[src/rtl/int_flag_unit.sv]
module int_flag_unit #(
  parameter int XLEN = 64
) (
  input  logic            clk,
  input  logic            rst,
  input  logic            valid,
  input  logic            inv_first,
  input  logic            imm_valid,
  input  logic [XLEN-1:0] imm_data,
  input  logic [XLEN-1:0] src_a,
  input  logic [XLEN-1:0] src_b,
  input  logic [XLEN-1:0] result,
  input  logic            carry_en,
  input  logic            ovf_en,
  input  logic            rec_en,
  input  logic            xer_wr,
  input  logic [3:0]      xer_wdata,
  output logic            ca,
  output logic            ca32,
  output logic            ov,
  output logic            so,
  output logic [3:0]      cr0
);
  localparam int HALF = XLEN / 2;
  localparam int MSB  = XLEN - 1;

  logic [XLEN-1:0] opa;
  logic            ca_n, ca32_n, ov_n, so_n;
  logic            neg, zero, pos;

  assign opa = inv_first ? ~src_a : src_a;

  assign ca_n = (opa > result) || (src_b > result) ||
                (imm_valid && (imm_data > result));

  assign ca32_n = (opa[HALF-1:0] > result[HALF-1:0]) ||
                  (src_b[HALF-1:0] > result[HALF-1:0]) ||
                  (imm_valid && (imm_data[HALF-1:0] > result[HALF-1:0]));

  assign ov_n = (opa[MSB] == src_b[MSB]) && (result[MSB] != opa[MSB]);
  assign so_n = ovf_en ? (so | ov_n) : so;

  assign neg  = result[MSB];
  assign zero = (result == '0);
  assign pos  = !neg && !zero;

  always_ff @(posedge clk) begin
    if (rst) begin
      ca   <= 1'b0;
      ca32 <= 1'b0;
      ov   <= 1'b0;
      so   <= 1'b0;
      cr0  <= 4'b0;
    end else if (xer_wr) begin
      so   <= xer_wdata[3];
      ov   <= xer_wdata[2];
      ca32 <= xer_wdata[1];
      ca   <= xer_wdata[0];
    end else if (valid) begin
      if (carry_en) begin
        ca   <= ca_n;
        ca32 <= ca32_n;
      end
      if (ovf_en) begin
        ov <= ov_n;
        so <= so_n;
      end
      if (rec_en)
        cr0 <= {neg, pos, zero, so_n};
    end
  end

  p_hold_idle_r8: assert property (@(posedge clk) disable iff (rst)
    (!valid && !xer_wr) |=> $stable({ca, ca32, ov, so, cr0}));

  p_carry_gated_r8: assert property (@(posedge clk) disable iff (rst)
    (valid && !carry_en && !xer_wr) |=> $stable({ca, ca32}));

  p_so_sticky_r6: assert property (@(posedge clk) disable iff (rst)
    (so && !xer_wr) |=> so);

  p_ov_implies_so_r6: assert property (@(posedge clk) disable iff (rst)
    (valid && ovf_en && !xer_wr) |=> (!ov || so));

  p_cr0_class_r7: assert property (@(posedge clk) disable iff (rst)
    (valid && rec_en && !xer_wr) |=> ($countones(cr0[3:1]) == 1));

  p_cr0_so_r7: assert property (@(posedge clk) disable iff (rst)
    (valid && rec_en && !xer_wr) |=> (cr0[0] == so));

  p_load_r9: assert property (@(posedge clk) disable iff (rst)
    xer_wr |=> ({so, ov, ca32, ca} == $past(xer_wdata)));

  p_reset_r1: assert property (@(posedge clk)
    rst |=> ({ca, ca32, ov, so, cr0} == 8'h00));
endmodule

[config.mk]
export PLATFORM = sky130hd
export DESIGN_NAME = int_flag_unit
export DESIGN_NICKNAME = d
export VERILOG_FILES = /design/src/rtl/int_flag_unit.sv
export SDC_FILE = /design/constraint.sdc
export NUM_CORES = 1
export LEC_CHECK = 0
export ABC_CLOCK_PERIOD_IN_PS = 3900
export BUFFER_PORTS_ARGS = -buffer_cell sky130_fd_sc_hd__buf_2
export CAP_MARGIN = 20
export CORE_MARGIN = 2
export CORE_UTILIZATION = 48
export DETAILED_ROUTE_END_ITERATION = 16
export GPL_ROUTABILITY_DRIVEN = 0
export GPL_TIMING_DRIVEN = 0
export PLACE_DENSITY = 0.87
export RECOVER_POWER = 100
export SETUP_SLACK_MARGIN = 0.02
export SLEW_MARGIN = 30
export SYNTH_ARGS = -nofsm -noshare
export SYNTH_HDL_FRONTEND = slang
export SYNTH_SLANG_ARGS = --single-unit
export TNS_END_PERCENT = 100
[constraint.sdc]
create_clock -name clk -period 3.9 [get_ports clk]
set_input_delay 0.78 -clock clk [delete_from_list [all_inputs] [get_ports clk]]
set_output_delay 0.78 -clock clk [all_outputs]
set_load 0.05 [all_outputs]
After elaboration in Yosys (flattened, before gate mapping) --
Cells that the tools add are included.
Operators by class: $lt $le $gt $ge 6, equality and inequality tests 2, multiplexer cells 14, bitwise gates (word level) 3, reductions and logical operators 17
Operators with widths (number):
- 64-bit > comparator | 3
- 32-bit > comparator | 3
- 64-bit logical NOT | 1
- 64-bit 2-to-1 mux | 1
- 64-bit NOT | 1
- 1-bit 2-to-1 mux | 13
- 2-bit nonzero test | 3
- 1-bit logical AND | 4
- 1-bit logical OR | 4
- 2-bit AND reduction | 2
- 3-bit AND reduction | 1
- 1-bit logical NOT | 2
- 1-bit equality test | 1
- 1-bit inequality test | 1
- 1-bit NOT | 1
- 1-bit OR | 1
Storage, ports and cells: flip-flop bits (word level) 8, input port bits 269, output and inout port bits 8, word-level logic and storage cells 47

Longest topological paths before layout --
depth after elaboration 9, gate-level depth with buffers 11, gate-level depth less buffers 9

Worst setup path after synthesis --
OpenSTA, ideal clock, no wires.
path type input port to flip-flop, start input port inv_first, end register ca, library setup time 0.134 ns, arrival 3.111 ns, required time 3.766 ns, path slack 0.655 ns, stages on the path 11, buffers on the path 2, cell sequence buf_2 buf_1 xor2_1 ha_1 nand4_2 or4_1 nand2b_1 o21ai_1 a32o_2 o211a_1 o2111ai_1
On the way: longest elaborated chain between the ends 7
Ends and longest elaborated chain:
- from (decl) | RTL line 7 | input logic inv_first,
- 64-bit 2-to-1 mux | RTL line 31 | assign opa = inv_first ? ~src_a : src_a;
- 64-bit > comparator | RTL line 33 | assign ca_n = (opa > result) || (src_b > result) ||
- 1-bit logical OR (2 in a row) | RTL line 33
- 1-bit 2-to-1 mux | RTL line 60 | if (carry_en) begin
- 1-bit 2-to-1 mux | RTL line 59 | end else if (valid) begin
- 1-bit 2-to-1 mux | RTL line 54 | end else if (xer_wr) begin
- to (signal assigned) | RTL line 58 | ca <= xer_wdata[0];
- to (signal assigned) | RTL line 61 | ca <= ca_n;
- to (decl) | RTL line 18 | output logic ca,
No other way between the ends. The select of a mux whose other input is x is not followed. A chain may end at the register's enable or synchronous reset.

Worst setup path in the final report --
Same ends and word-level chain as after synthesis.

==> reports/metrics.yaml <==
status: "finished clean"
avgSynthCellArea_sq_um: 7.84
worst-setup-path-type: "input port to flop"
wl_met1_mm: 7.35
dr_wl_met2_mm: 9.79
slowest_stage: "or4_1"
fin_util_pct: 63.1
drt_wl_total_mm: 19.0
row_count: 39
dieWidth_microns: 111
cts_buffers: 3
yosysTopAreaCell: "ha_1"
tns_ns: 0
track_usage_pct: 29.6
path_cells: "buf_2 > clkbuf_1 > xor2_1 > ha_1 > nand4_1 > or4_1 > nand2b_1 > o21ai_1 > a32o_2 > o211a_1 > o2111ai_1"
cts_root_buffer: "clkbuf_16"
timing.rr.end: "ca"
dp_cells: 1123
synth-warning-count: 0
antenna_cells: 0
first_pass_iters: 4
synth-simple-area-share_pct: 18.7
finalHoldViolations: 0
wl_met3_mm: 1.34
synth_most_common_cell: "ha_1"
hold_path_class: "flop to flop"
htree_num_levels: 1
crit_cells: 11
setup.worst_path.end: "ca"
rr_startpoint: "ca"
synth_top_area_share_pct: 43.4
power_density_mw_per_mm2: 148
synth_top_family_by_area: "adder cells"
holdBufCountCts: 0
clkTransAtPathRegs_ns: 0.04
die_area_sq_mm: 0.0124
relSlewSlack_pct: 44.0
rsz0062_at_grt: "false"
routedWlPerCell_microns: 16.9
postRouteAntennaNets: 0
setup_viol: 0
finalNonFillerCells: 1126
vias_per_cell: 5.70
clk_latency_ns: 0.24
synth_edf_count: 0
async_reset_ff_share_pct: 0
pin_count: 277
ys.flop_type: "dfxtp_1"
coreArea_sq_mm: 0.0113
crit_arrival_ns: 3.66
synth_seq_area_share_pct: 2.89
timing.final.crit_share_pct: 91.5
synth_cell_types: 51
cts_tree: "yes"
synth_fp_nets: 1167
portBuffers: 274
drive_gt1_share_pct: 28.1
grt_first_pass_wirelength_mm: 30.2
clock_sinks: 8
synthTopCellsByArea: "ha_1 (43%), xor2_1 (10%), a21oi_1 (6.6%), nand4_1 (5.2%), inv_1 (4.9%)"
critPathLaunchType: "input port"
place_hpwl_mm: 17.3
synth_cells: 706
ctsResizeCount: 0
antenna_found_initial: 0
synthTopCellsByCount: "ha_1 (192), a21oi_1 (73), inv_1 (72)"
drtIter0Drc: 284
tightest_slew_ns: 0.832
synth_compound_area_share_pct: 18.8
cp.required_ns: 3.99
synth_xor_area_share_pct: 10.3
place_area_sq_mm: 0.00709
slew_viol_final: 0
stdcell_area_sq_mm: 0.00714
cts_setup_buffers: 0
fin_nets: 1446
r2r_cells: 5
layout_min_cycle_time_ns: 3.57
synth_mux_area_share_pct: 0.181
synth_fa_ha_area_share_pct: 43.4
clock_skew_ns: 0.00349
max_stage_delay_ns: 0.60
max-clock-path-buffers: 2
fmax_mhz: 280
end_kind: "flop"
drc: 0
route.top_layer_used: "met4"
reg2reg_slack_ns: 2.83
syn_area_sq_mm: 0.00554
grt_start_max_net_pins: 11
p_leak_nw: 3.98
initial_core_util_pct: 48.9
ys_ff_latch: 8
path_buf_inv: 2
setup.worst_path.start: "inv_first"
first_global_vias: 6578
cp_max_fo: 10
drv_cap: 0
overflow: 0
nFillCells: 1039
critPathTopFamily: "simple AND/OR/NAND/NOR gates"
area_delta_synth_final_pct: 29.0
max-vdd-ir-drop_uv: 149
vias: 6423
fp.dieH_microns: 111
[metrics by stage]
| stage | power [mW] | setup WS (ns) | hold slack (ns) |
|---|---|---|---|
| 2_1_floorplan | 0.571 | 0.655 | 0.732 |
| 3_3_place_gp | 0.845 | 0.0760 | 0.469 |
| 3_5_place_dp | 0.873 | 0.0516 | 0.477 |
| 4_1_cts | 1.06 | 0.294 | 0.485 |
| 5_1_grt | 1.17 | 0.0712 | 0.521 |
| 6_report | 1.06 | 0.332 | 0.489 |
[report_power, final]
group	internal (mW)	switching [mW]	total (mW)
logic	0.357	0.432	0.790
clock network	0.133	0.0444	0.177
registers	0.0870	0.00240	0.0894
total	0.577	0.479	1.06
[worst reg2reg max path: stages (launching register included)]
cell and delay [ns]:
dfxtp_1 0.30, nand2_1 0.08, and3_1 0.15, a32o_2 0.15, o211a_1 0.14, o2111ai_1 0.11
[sequential cells by signal, summed over array words and instances (netlist names)]
name	flops
ca32	1
cr0	4
ca	1
ov	1
so	1
[layout by cell type, fill, tap and decap left out, types with 3 or more instances in the layout]
cell	count
a211oi_1	5
nor4_1	23
buf_1	5
nor2_1	27
buf_2	266
ha_1	192
nor2b_1	4
clkbuf_16	3
nand4_1	46
a22oi_1	3
o31a_1	3
nand3_1	21
a21oi_1	73
a31oi_1	5
o21ai_1	16
a21o_1	19
inv_1	72
o211a_1	3
nand2_1	43
dfxtp_1	8
clkbuf_1	11
and4_1	4
o21ai_0	12
nor3_1	8
a221oi_1	8
xor2_1	64
o211ai_1	5
[final cells by class]
type | count | area, sq um | share of cell area (%)
multi-input cells | 617 | 5060 | 70.8
repair buffers | 274 | 1360 | 19.0
well taps | 143 | 179 | 2.50
plain buffers | 9 | 38.8 | 0.543
clock buffers | 3 | 75.1 | 1.05
flip-flops and latches | 8 | 160 | 2.24
inverters | 72 | 270 | 3.78
[worst min-delay path by stage]
stage                start  endpoint  slack, ns  depth (start not counted)
global placement    cr0[0]    cr0[0]       0.47                          2
detailed placement  cr0[2]    cr0[2]       0.48                          2
finish              cr0[0]    cr0[0]       0.49                          2
global route        cr0[0]    cr0[0]       0.52                          2
floorplan           cr0[0]    cr0[0]       0.73                          2
CTS                 cr0[2]    cr0[2]       0.49                          2
[logic make-up after synthesis]
family,count (synthesis)
adders and majority gates,192
and+or+nand+nor,191
DFF,8
xor gates and xnor gates,65
muxes,1
AOI/OAI and AO/OA,168
buffers and inverters,81
[layer usage]
metal / vias to the layer above / GRT usage [%]
met5: - / 0
met4: 0 / 8.23
met3: 40 / 5.33
met2: 251 / 59.3
met1: 2898 / 31.3
li1: 3234 / -
Note: power is estimated with default switching activity, not from simulation.
